### config.mk
export PLATFORM = sky130hd
export DESIGN_NAME = dbgSerialPort
export DESIGN_NICKNAME = d
export VERILOG_FILES = /design/src/rtl/dbgPortPkg.sv /design/src/rtl/dbgPortCtrl.sv /design/src/rtl/dbgPortData.sv /design/src/rtl/dbgSerialPort.sv
export SDC_FILE = /design/constraint.sdc
export NUM_CORES = 1
export LEC_CHECK = 0
export CORE_UTILIZATION = 40
export DETAILED_ROUTE_END_ITERATION = 16
export DONT_BUFFER_PORTS = 1
export PLACE_DENSITY_LB_ADDON = 0.25
export SLEW_MARGIN = 20
export SYNTH_ARGS = -nofsm -noshare
export SYNTH_HDL_FRONTEND = slang
export SYNTH_HIERARCHICAL = 1
export SYNTH_SLANG_ARGS = --single-unit
### constraint.sdc
create_clock -name clk -period 1.95 [get_ports clk]
set_input_delay 0.2925 -clock clk [delete_from_list [all_inputs] [get_ports clk]]
set_output_delay 0.2925 -clock clk [all_outputs]
set_load 0.01 [all_outputs]
### src/rtl/dbgPortPkg.sv
package dbgPortPkg;
  // strobes from the control half to the datapath half
  typedef struct packed {
    logic shiftEn;   // accepted rising serial edge
    logic frameEnd;  // accepted edge that completes a frame
  } portStrobe_t;
endpackage

### src/rtl/dbgPortCtrl.sv
module dbgPortCtrl
  import dbgPortPkg::*;
#(
  parameter int FRAME_BITS = 17
) (
  input  logic        clk,
  input  logic        rst,
  input  logic        serClkIn,
  output portStrobe_t strobe
);
  localparam int CNT_W = $clog2(FRAME_BITS);
  localparam logic [CNT_W-1:0] LAST_BIT = CNT_W'(FRAME_BITS - 1);

  logic clkMeta, clkSync, clkPrev, clkLevel;
  logic [CNT_W-1:0] bitCnt;
  logic levelAgree, riseEvt;

  // a level counts once two consecutive samples agree
  assign levelAgree = (clkSync == clkPrev);
  assign riseEvt    = levelAgree && clkSync && !clkLevel;

  always_ff @(posedge clk) begin
    if (rst) begin
      clkMeta  <= 1'b0;
      clkSync  <= 1'b0;
      clkPrev  <= 1'b0;
      clkLevel <= 1'b0;
      bitCnt   <= '0;
    end else begin
      clkMeta <= serClkIn;
      clkSync <= clkMeta;
      clkPrev <= clkSync;
      if (levelAgree) clkLevel <= clkSync;
      if (riseEvt) bitCnt <= (bitCnt == LAST_BIT) ? '0 : bitCnt + 1'b1;
    end
  end

  assign strobe.shiftEn  = riseEvt;
  assign strobe.frameEnd = riseEvt && (bitCnt == LAST_BIT);
endmodule

### src/rtl/dbgPortData.sv
module dbgPortData
  import dbgPortPkg::*;
#(
  parameter int          DATA_W   = 16,
  parameter logic [15:0] FORCE_OP = 16'h1C00
) (
  input  logic              clk,
  input  logic              rst,
  input  logic              serDataIn,
  input  portStrobe_t       strobe,
  input  logic              respStatus,
  input  logic [DATA_W-1:0] respWord,
  output logic              serDataOut,
  output logic              cmdValid,
  output logic              cmdStatus,
  output logic [DATA_W-1:0] cmdWord,
  output logic              forceAck
);
  localparam int FRAME_W = DATA_W + 1;

  logic dataMeta, dataSync;
  logic [FRAME_W-1:0] rxShift, txShift, rxNext;
  logic isForce;

  assign rxNext  = {rxShift[FRAME_W-2:0], dataSync};
  assign isForce = (rxNext[DATA_W-1:0] == DATA_W'(FORCE_OP));

  always_ff @(posedge clk) begin
    if (rst) begin
      dataMeta <= 1'b0;
      dataSync <= 1'b0;
      rxShift  <= '0;
      txShift  <= '0;
      cmdValid <= 1'b0;
      forceAck <= 1'b0;
    end else begin
      dataMeta <= serDataIn;
      dataSync <= dataMeta;
      cmdValid <= 1'b0;
      forceAck <= 1'b0;
      if (strobe.shiftEn) begin
        rxShift <= rxNext;
        if (strobe.frameEnd) txShift <= {respStatus, respWord};
        else                 txShift <= {txShift[FRAME_W-2:0], 1'b0};
      end
      if (strobe.frameEnd) begin
        cmdValid <= !isForce;
        forceAck <= isForce;
      end
    end
  end

  assign serDataOut = txShift[FRAME_W-1];
  assign cmdStatus  = rxShift[FRAME_W-1];
  assign cmdWord    = rxShift[DATA_W-1:0];
endmodule

### src/rtl/dbgSerialPort.sv
module dbgSerialPort
  import dbgPortPkg::*;
#(
  parameter int          DATA_W   = 16,
  parameter logic [15:0] FORCE_OP = 16'h1C00
) (
  input  logic              clk,
  input  logic              rst,
  input  logic              serClkIn,
  input  logic              serDataIn,
  input  logic              respStatus,
  input  logic [DATA_W-1:0] respWord,
  output logic              serDataOut,
  output logic              cmdValid,
  output logic              cmdStatus,
  output logic [DATA_W-1:0] cmdWord,
  output logic              forceAck
);
  portStrobe_t strobe;

  dbgPortCtrl #(.FRAME_BITS(DATA_W + 1)) u_ctrl (
    .clk(clk), .rst(rst), .serClkIn(serClkIn), .strobe(strobe)
  );

  dbgPortData #(.DATA_W(DATA_W), .FORCE_OP(FORCE_OP)) u_data (
    .clk(clk), .rst(rst), .serDataIn(serDataIn), .strobe(strobe),
    .respStatus(respStatus), .respWord(respWord),
    .serDataOut(serDataOut), .cmdValid(cmdValid), .cmdStatus(cmdStatus),
    .cmdWord(cmdWord), .forceAck(forceAck)
  );
endmodule

## After elaboration in Yosys (flattened, before gate mapping)

Cells that the tools add are included.

| word-level totals | value |
|---|---|
| bits in registers | 47 |
| input bits | 21 |
| logic and storage cells | 24 |

| operators by class | value |
|---|---|
| bitwise gates (word level) | 1 |
| add/subtract/negate cells | 1 |
| equality and inequality tests | 3 |
| reductions and logical operators | 6 |
| muxes and demuxes | 2 |

Operators with widths:

| cell | count |
|---|---|
| $mux W17 | 1 |
| $eq A16 B13 Y1 const B | 1 |
| $add A5 B1 Y5 const B | 1 |
| $eq A5 B5 Y1 const B | 1 |
| $mux W5 | 1 |
| $logic_and A1 B1 Y1 | 3 |
| $logic_not A1 Y1 | 2 |
| $reduce_or A2 Y1 | 1 |
| $eq A1 B1 Y1 | 1 |
| $not A1 Y1 | 1 |

## Logic depth before layout (Yosys ltp)

| depth | value |
|---|---|
| word-level depth | 6 |
| depth in mapped cells | 8 |

## By module

Netlist, hierarchy kept.

Modules (own cells, without submodules):

| module | area an instance (µm²) | seq. area each (µm²) | instances | cells each |
|---|---|---|---|---|
| dbgPortData | 1497.7 | 760.7 | 1 | 144 |
| dbgPortCtrl | 414.1 | 180.2 | 1 | 40 |

## Worst setup path after synthesis

Ideal clock, no wire load.

| timing path | value |
|---|---|
| path type | flip-flop to flip-flop |
| start point | register u_ctrl.clkSync |
| end point | register u_data.txShift[10] |
| data required time | 1812 ps |
| setup time | 138 ps |
| data arrival time | 1570 ps |
| stages on the path, launching flop included | 8 |
| path slack | 242 ps |
| path buffers | 2 |
| path through | dfxtp_1 > ha_1 > nand2b_1 > nor4_4 > buf_6 > buf_12 > mux2i_1 > a211oi_1 |

RTL lines:

| item | line | source |
|---|---|---|
| start, declared | dbgPortCtrl.sv:14 | `logic clkMeta, clkSync, clkPrev, clkLevel;` |
| start signal, assigned | dbgPortCtrl.sv:31 | `clkSync <= clkMeta;` |
| end signal, assigned | dbgPortData.sv:43 | `if (strobe.frameEnd) txShift <= {respStatus, respWord};` |
| end signal, assigned | dbgPortData.sv:44 | `else txShift <= {txShift[FRAME_W-2:0], 1'b0};` |
| end, declared | dbgPortData.sv:22 | `logic [FRAME_W-1:0] rxShift, txShift, rxNext;` |

==> key figures <==
Die
  – Die area: 5060 um2
  – Die Y: 71.1 um
  – Row Count: 24
  – Initial Utilization: 42.7%
  – Die Span X: 71.1 um
  – Core area: 4470 um2
  – Boundary Pins: 41

Detailed routing
  – Final wirelength: 3150 um
  – Pre-Repair DR Iteration Count: 12
  – Number of antenna-violating nets in the routed design: 0
  – Total number of vias: 1243
  – DRT iter0 DRCs: 50
  – Post-route DRC: 3
  – Routed length per instance: 13.5 um
  – Drt via density: 5.33

Clocking
  – Worst-Skew Late Latency: 0.29 ns
  – Postcts setup bufs: 0
  – Maximum root-to-sink buffer count: 2
  – Hold-fix buffers, CTS: 0
  – CTS clk-pin slew, worst paths: 0.08 ns
  – Post_cts resized: 0
  – CTS tree: built
  – TritonCTS sink count: 47
  – Num CTS Buffers: 5
  – H-tree depth: 2
  – CTS root buffer: clkbuf_8

Power
  – Power Density: 762 nW/um2
  – Switching share of power: 20.3%
  – P_sw: 0.310 mW
  – VDD IR max: 0.401 mV
  – Leak: 0.646 nW
  – Internal cell power: 1.22 mW
  – Combinational cell fraction of total power: 1.1%
  – Clock power frac: 35.6%
  – Seq pwr share: 63.3%

Outcome
  – Status: finished with violations
  – Failing checks: DRC

Finish
  – N_diodes: 0
  – # nets final: 205
  – Commonest non-fill, non-tap cell in the layout: dfxtp_1
  – Commonest cells after routing, fill and taps aside: dfxtp_1 (47), mux2i_1 (35), nor2_1 (35)
  – Multi-input logic area: 870 um2
  – Layout fillers: 444
  – Share of cells above drive strength 1: 8.84%
  – Non-Filler Instances: 233
  – Syn-to-layout area delta: 5.24%
  – Sequential Area: 941 um2

Timing
  – Max-slew violations: 0
  – Final min period: 1.68 ns
  – Final hold vios: 0
  – Period utilization: 86.3%
  – Rel. slew slack: 75.4%
  – Worst-Margin Slew: 0.364 ns
  – RSZ-0062 raised after global routing: no
  – Final total negative setup slack: 0 ns
  – Max Clock Freq: 594 MHz
  – # setup viols final: 0
  – Clock skew: 0.00897 ns

GRT
  – Initial antenna violation count: 0
  – Largest net degree at the start of global routing: 48
  – All-Layer GR Usage: 13.8%
  – First-pass GRT wire length: 5470 um
  – Gr ovfl total: 0
  – Number of global-route vias before repair: 1247

Synth
  – Yosys warns: 6
  – Yosys reg bits: 47
  – Async set-or-reset flop fraction in the synthesized netlist: 0%
  – Avg Synthesized Cell Area: 10.4 um2
  – Syn Nets: 208
  – Sequential-to-total area share from yosys stat: 49.2%
  – Synthesized area: 1910 um2
  – Ys flop type: dfxtp_1
  – Post-synth EDFFs: 0
  – Synthesized instance count: 184
  – Post-synth cell types: 32

Hold path
  – Hold Path Class: in2reg

Placed design
  – Final HPWL DP: 2230 um
  – Placed Instances: 226
  – IO buf count: 0
  – GP Congestion: 0.694

Critical path
  – Required @ worst endpoint: 2.12 ns
  – Setup Crit Path Kind: reg2reg
  – Worst path arrival time: 1.86 ns
  – Critical path capture point type: flip-flop
  – Crit path max fanout: 12
  – R2r setup slk: 0.27 ns
  – Crit start category: flip-flop

Job
  – # Max-Cap Violations: 0
final cells by class:
cell class,count,share of cell area (%)
flip-flops and latches,47,46.8
inverters,3,0.560
multi-input cells,120,43.2
clock inverters,2,0.684
well taps,52,3.23
repair buffers,4,2.11
clock buffers,5,3.42
worst paths after layout:
check / from / endpoint / cells after the start
max: u_ctrl/clkSync$_SDFF_PP0_ / u_data/txShift[8]$_SDFFE_PP0P_ / 6
min: rst / u_data/txShift[3]$_SDFFE_PP0P_ / 1
max reg2reg: u_ctrl/clkSync$_SDFF_PP0_ / u_data/txShift[8]$_SDFFE_PP0P_ / 6
min reg2reg: u_data/dataMeta$_SDFF_PP0_ / u_data/dataSync$_SDFF_PP0_ / 1
registers in the layout, summed over array words and instances (netlist names):
name / flops
u_data/forceAck: 1
u_data/dataSync: 1
u_data/cmdValid: 1
u_ctrl/clkSync: 1
u_data/txShift: 17
u_ctrl/bitCnt: 5
u_ctrl/clkMeta: 1
u_data/dataMeta: 1
u_data/rxShift: 17
u_ctrl/clkPrev: 1
u_ctrl/clkLevel: 1
layer usage:
layer  vias up  routed length (um)  global-route usage [%]
met1       573                1410                    15.4
met4         0                  65                    8.00
met5         -                   0                       0
met2        27                1490                    23.7
li1        636                   -                       -
met3         7                 180                    3.85
synth_stat cells, drive strengths merged, types with 2 or more instances:
cell type	number	area, um2
a211oi	17	133
nor4	3	33.8
nor3	2	10.0
nor2b	5	31.3
nand2b	2	12.5
buf	10	75.1
nand3	2	10.0
dfxtp	47	941
a21oi	2	10.0
nor2	35	131
o21ai	2	10.0
clkbuf	4	15.0
or3	2	12.5
nand2	2	7.51
ha	3	37.5
inv	3	11.3
mux2i	35	350
per-stage QoR:
step	hold slack [ns]	worst slack, ns	utilization [%]	total power [mW]	cell area [um2]
CTS	0.0491	0.245	45.0	1.56	2010
global placement	0.369	0.316	43.1	1.01	1930
finish	0.0671	0.267	45.0	1.53	2010
floorplan	0.414	0.242	-	1.02	1910
global route	0.0433	0.0944	45.0	1.60	2010
detailed placement	0.372	0.259	43.1	1.01	1930
cell families (layout without fill, tap and decap cells):
family	count (synthesis)	count (layout)	synth area share, %
and+or+nand+nor	59	59	16.3
DFF	47	47	49.2
muxes	35	35	18.3
AOI/OAI and AO/OA	21	21	7.98
buffers and inverters	17	14	5.30
adders and majority gates	3	3	1.96
xor gates and xnor gates	2	2	0.916
power by group through the flow:
stage | Clock, mW | Sequential, mW | Combinational, mW
finish | 0.545 | 0.970 | 0.0171
global route | 0.608 | 0.971 | 0.0195
CTS | 0.573 | 0.970 | 0.0175
detailed placement | 0 | 0.993 | 0.0174
global placement | 0 | 0.992 | 0.0168
floorplan | 0 | 0.992 | 0.0280
worst max-delay path, stage by stage (launching register included):
cell	delay (ns)
dfxtp_1	0.35
ha_1	0.22
nand2b_1	0.16
nor4_4	0.25
buf_4	0.26
mux2i_1	0.23
a211oi_1	0.10
Power figures use the tool's default switching activity.
